### src/rtl/brg_pkg.sv
package brg_pkg;
  localparam int DIV_W_DEF   = 16;
  localparam int FRAC_W_DEF  = 4;
  localparam int PHASE_W_DEF = 4;

  function automatic logic mant_nonzero(input logic [DIV_W_DEF-FRAC_W_DEF-1:0] m);
    return |m;
  endfunction
endpackage

### src/rtl/brg_frac_acc.sv
module brg_frac_acc #(
  parameter int FRAC_W = 4
) (
  input  logic              clk,
  input  logic              rst_n,
  input  logic              clr,
  input  logic              adv,
  input  logic [FRAC_W-1:0] frac,
  output logic              carry
);
  logic [FRAC_W-1:0] acc_q;
  logic [FRAC_W:0]   sum;

  assign sum   = {1'b0, acc_q} + {1'b0, frac};
  assign carry = sum[FRAC_W];

  always_ff @(posedge clk) begin
    if (!rst_n || clr) acc_q <= '0;
    else if (adv)      acc_q <= sum[FRAC_W-1:0];
  end

  // a zero fraction never moves the remainder away from zero
  assert_zero_frac_idle_R3: assert property (@(posedge clk) disable iff (!rst_n)
    (clr || (frac == '0 && acc_q == '0)) |=> (acc_q == '0 || $past(frac) != '0));
endmodule

### src/rtl/brg_period_cnt.sv
module brg_period_cnt #(
  parameter int MANT_W = 12
) (
  input  logic              clk,
  input  logic              rst_n,
  input  logic              run,
  input  logic [MANT_W-1:0] mant,
  input  logic              stretch,
  output logic              tick
);
  logic [MANT_W-1:0] cnt_q;
  logic              last;

  assign last = stretch ? (cnt_q == mant) : (cnt_q == mant - MANT_W'(1));
  assign tick = run && last;

  always_ff @(posedge clk) begin
    if (!rst_n || !run) cnt_q <= '0;
    else if (last)      cnt_q <= '0;
    else                cnt_q <= cnt_q + MANT_W'(1);
  end

  // the count never runs past the stretched interval length
  assert_cnt_bound_R3: assert property (@(posedge clk) disable iff (!rst_n)
    run |-> (cnt_q <= mant));
endmodule

### src/rtl/brg_bit_phase.sv
module brg_bit_phase #(
  parameter int PHASE_W = 4
) (
  input  logic clk,
  input  logic rst_n,
  input  logic clr,
  input  logic adv,
  output logic wrap
);
  logic [PHASE_W-1:0] ph_q;

  assign wrap = adv && (&ph_q);

  always_ff @(posedge clk) begin
    if (!rst_n || clr) ph_q <= '0;
    else if (adv)      ph_q <= ph_q + PHASE_W'(1);
  end

  // the phase only moves on an oversample tick
  assert_phase_hold_R4: assert property (@(posedge clk) disable iff (!rst_n)
    (!adv && !clr) |=> $stable(ph_q));
endmodule

### src/rtl/baud_tick_gen.sv
module baud_tick_gen #(
  parameter int DIV_W   = brg_pkg::DIV_W_DEF,
  parameter int FRAC_W  = brg_pkg::FRAC_W_DEF,
  parameter int PHASE_W = brg_pkg::PHASE_W_DEF
) (
  input  logic             clk,
  input  logic             rst_n,
  input  logic             en,
  input  logic [DIV_W-1:0] div_val,
  output logic             os_tick,
  output logic             bit_tick
);
  localparam int MANT_W = DIV_W - FRAC_W;

  logic [DIV_W-1:0]  div_q;
  logic [MANT_W-1:0] mant;
  logic [FRAC_W-1:0] frac;
  logic              chg, run, stretch, tick;

  assign mant = div_val[DIV_W-1:FRAC_W];
  assign frac = div_val[FRAC_W-1:0];
  assign chg  = (div_val != div_q);
  assign run  = rst_n && en && (|mant) && !chg;

  always_ff @(posedge clk) begin
    if (!rst_n) div_q <= '0;
    else        div_q <= div_val;
  end

  brg_frac_acc #(.FRAC_W(FRAC_W)) u_acc (
    .clk(clk), .rst_n(rst_n), .clr(!run), .adv(tick), .frac(frac), .carry(stretch)
  );

  brg_period_cnt #(.MANT_W(MANT_W)) u_cnt (
    .clk(clk), .rst_n(rst_n), .run(run), .mant(mant), .stretch(stretch), .tick(tick)
  );

  brg_bit_phase #(.PHASE_W(PHASE_W)) u_ph (
    .clk(clk), .rst_n(rst_n), .clr(!run), .adv(tick), .wrap(bit_tick)
  );

  assign os_tick = tick;

  assert_bit_with_os_R4: assert property (@(posedge clk) disable iff (!rst_n)
    bit_tick |-> os_tick);
  assert_quiet_disabled_R6: assert property (@(posedge clk) disable iff (!rst_n)
    !en |-> !os_tick);
  assert_quiet_below_one_R5: assert property (@(posedge clk) disable iff (!rst_n)
    (div_val[DIV_W-1:FRAC_W] == '0) |-> !os_tick);
  assert_quiet_on_change_R7: assert property (@(posedge clk) disable iff (!rst_n)
    (div_val != $past(div_val)) |-> !os_tick);
  assert_single_pulse_R8: assert property (@(posedge clk) disable iff (!rst_n)
    (os_tick && div_val[DIV_W-1:FRAC_W+1] != '0) |=> !os_tick);
endmodule

### config.mk
export PLATFORM = sky130hd
export DESIGN_NAME = baud_tick_gen
export DESIGN_NICKNAME = d
export VERILOG_FILES = /design/src/rtl/brg_pkg.sv /design/src/rtl/brg_frac_acc.sv /design/src/rtl/brg_period_cnt.sv /design/src/rtl/brg_bit_phase.sv /design/src/rtl/baud_tick_gen.sv
export SDC_FILE = /design/constraint.sdc
export NUM_CORES = 1
export LEC_CHECK = 0
export ABC_AREA = 1
export BUFFER_PORTS_ARGS = -buffer_cell sky130_fd_sc_hd__clkbuf_2
export CAP_MARGIN = 20
export CORE_MARGIN = 2
export CORE_UTILIZATION = 55
export DETAILED_ROUTE_END_ITERATION = 12
export PLACE_DENSITY = 0.85
export SLEW_MARGIN = 15
export SYNTH_ARGS = -nofsm -noshare
export SYNTH_HDL_FRONTEND = slang
export SYNTH_SLANG_ARGS = --single-unit
### constraint.sdc
create_clock -name clk -period 5.69 [get_ports clk]
set_input_delay 1.707 -clock clk [delete_from_list [all_inputs] [get_ports clk]]
set_output_delay 1.707 -clock clk [all_outputs]
set_load 0.01 [all_outputs]
==> summary.txt <==
Synth
  • FF+latch count, synth: 36
  • Post-Syn Instances: 363
  • Distinct cell type count after synthesis: 35
  • Register area share after synthesis: 31.0%
  • Mapped Nets: 390
  • Ys async rst share: 0%
  • Count of flip-flops with a built-in enable after synthesis: 0
  • Syn_area_per_cell: 6.41 sq um
  • Post-Syn Area: 2330 sq um
  • Most used DFF post-synth: dfxtp_1
  • Yosys warning count: 0

Clock tree
  • Clock Tree Buf Depth: 2
  • Number of hold buffers added after CTS: 0
  • CTS tree: yes
  • Clk_lat worst skew: 0.29 ns
  • Clk root buf: clkbuf_8
  • CTS H-tree depth: 2
  • CTS Buf Count: 5
  • Clk sinks: 36
  • Reg clk slew, reported paths: 0.07 ns

Place
  • Number of buffers added on ports: 20
  • DP Area: 2470 sq um
  • DPL Wire Length: 4150 microns
  • Placed Instances: 431
  • RD Place Congestion: 0.928

Worst hold path
  • Hold endpoint: u_acc.acc_q[0]
  • Hold Startpoint: u_acc.acc_q[0]
  • Hold Crit Class: register to register
  • Hold Path Depth: 2

Timing
  • Max-slew headroom: 73.8%
  • Minimum clock period: 5.50 ns
  • Worst Hold Margin: 0.484 ns
  • Fmax: 0.182 GHz
  • Worst slew pin tran: 0.390 ns
  • RSZ-0062 raised after global routing: no
  • Setup Skew: 0.00943 ns
  • Final setup fails: 0
  • Max-slew violation count: 0
  • Ratio of final minimum period to clock period: 96.6%
  • Final Hold Fails: 0
  • Final TNS setup: 0 ns

Global route
  • GRT Total Usage: 23.4%
  • GR Overflow Total: 0
  • Initial antenna violation count: 0
  • First-pass GRT wire length: 9200 microns
  • Largest net degree at the start of global routing: 18
  • Vias in the first global route: 2168

Run
  • Max-capacitance violation count: 0

Detailed routing
  • DRC Markers: 0
  • 1st-pass router iterations: 5
  • Met2 routed WL: 2350 microns
  • Highest routed layer: met4
  • Met1 Wirelength: 2340 microns
  • Drt total wl: 5260 microns
  • Via density: 5.18
  • Met3 WL: 412 microns
  • Via count: 2279
  • Drt first-iter violations: 192
  • WL per Instance: 12.0 microns
  • Number of antenna-violating nets in the routed design: 0

Finish
  • # diodes: 0
  • Final instance area: 2600 sq um
  • Share of layout cells above drive strength 1: 16.4%
  • FILL cells: 380
  • Non-filler cells, final: 440
  • Nets: 416
  • Synth-to-layout area growth: 11.8%

Power and ir drop
  • Total power: 0.546 mW
  • Peak VDD IR: 134 uV
  • Power per cell area: 210 nW/um^2
  • Leakage power: 1.35 nW

Setup path
  • Slowest stage delay, CP: 0.34 ns
  • Arr. time, crit path: 3.79 ns
  • WP data required: 3.98 ns
  • Most used cell along the critical path: nand2_1
  • FF-to-FF path depth: 20
  • RR Endpoint: u_ph.ph_q[0]
  • Setup CP Type: input pin to output port
  • CP Launch Type: input pin
  • Crit path capture type: output port
  • Crit path max fanout: 12
  • Crit path cell chain: clkbuf_2 > ha_1 > inv_1 > fa_2 > inv_1 > nand2_1 > nand2_2 > nand2_4 > nand2_2 > clkinv_1 > nand2_1 > nand2_1 > nand2_1 > nand2_1 > nor2_2 > nand3_4 > nor2_8 > nand3_2 > nor2_1 > buf_2
  • CP max-delay cell: fa_2
  • Worst r2r src: u_acc.acc_q[0]
  • FF-to-FF setup slack: 3.04 ns

Die
  • Initial Util: 57.8%
  • Row cnt: 23
  • Die area: 4770 sq um
  • Chip Width: 69.1 microns
  • Total I/O pin count: 21
  • Core area: 4030 sq um
  • Die Height: 69.1 microns

Outcome
  • Status: completed
==> per-stage QoR <==
| stage | util (%) | setup WS [ns] |
|---|---|---|
| after detailed placement | 61.4 | 0.0224 |
| after CTS | 64.1 | 0.0203 |
| after floorplan | - | 0.333 |
| after global placement | 61.4 | 0.136 |
| final | 64.6 | 0.192 |
| after global routing | 64.6 | 0.00425 |
==> logic make-up (layout without fill, tap and decap cells) <==
logic type	count (synthesis)	after routing	share of synthesized area (%)
adders and majority gates	8	8	4.62
buffers and inverters	76	103	12.9
AOI/OAI and AO/OA	27	27	7.26
DFF	36	36	31.0
xor gates and xnor gates	12	12	4.52
and+or+nand+nor	204	204	39.7
==> worst max path at each step <==
stage	start	endpoint	slack, ns
after CTS	div_val[0]	bit_tick	0.02
after global routing	div_val[0]	bit_tick	0.004
after floorplan	div_val[0]	bit_tick	0.33
after detailed placement	div_val[0]	bit_tick	0.02
after global placement	div_val[0]	bit_tick	0.14
final	div_val[0]	bit_tick	0.19
==> routing by layer <==
layer	vias up	global-route usage (%)
met2	79	38.5
met4	0	8.71
met3	15	5.41
met5	-	0
met1	1016	29.9
li1	1169	-
==> where the power goes <==
| part | internal, mW | leakage (nW) | switching (mW) |
|---|---|---|---|
| combinational | 0.0222 | 1.00 | 0.0420 |
| sequential | 0.258 | 0.294 | 0.00333 |
| clock | 0.130 | 0.0552 | 0.0905 |
==> final cells by class <==
class | count | area, sq um | share of cell area [%]
Sequential cell | 36 | 721 | 27.7
Inverter | 72 | 270 | 10.4
Clock inverter | 2 | 35.0 | 1.35
Multi-Input combinational cell | 251 | 1320 | 50.7
Timing Repair Buffer | 23 | 123 | 4.71
Clock buffer | 6 | 72.6 | 2.79
Tap cell | 50 | 62.6 | 2.40
==> placed cells by master (no fill, tap or decap), drive strengths merged, types with 9 or more instances in the layout <==
cell and count:
nand3 30, nand2 107, nor2 47, dfxtp 36, xor2 9, inv 71, clkbuf 25, nand4 9
o21ai 11
==> critical path: cells and delay by family <==
kind	cells	cell delay, ns
buffers and inverters	5	0.47
and+or+nand+nor	13	1.11
adders and majority gates	2	0.50
==> state kept, by name (all words and copies together) (netlist names) <==
| name | flops |
|---|---|
| div_q | 16 |
| u_cnt.cnt_q | 12 |
| u_acc.acc_q | 4 |
| u_ph.ph_q | 4 |
==> Yosys cell counts, drive strengths merged (3+ instances only) <==
master | instances | area, sq um
xor2 | 9 | 78.8
a21oi | 7 | 35.0
inv | 71 | 267
nor2 | 47 | 213
or2 | 3 | 18.8
o22ai | 4 | 31.3
ha | 7 | 87.6
o21ai | 11 | 62.6
nor3 | 5 | 35.0
nand2 | 107 | 407
nand4 | 9 | 56.3
nand3 | 30 | 173
xnor2 | 3 | 26.3
dfxtp | 36 | 721
==> timing repair <==
action | in CTS | in global routing
gates resized for setup | 0 | 5
setup endpoints to repair | 0 | 2
setup buffers | 0 | 1
Note: power is estimated with default switching activity, not from simulation.
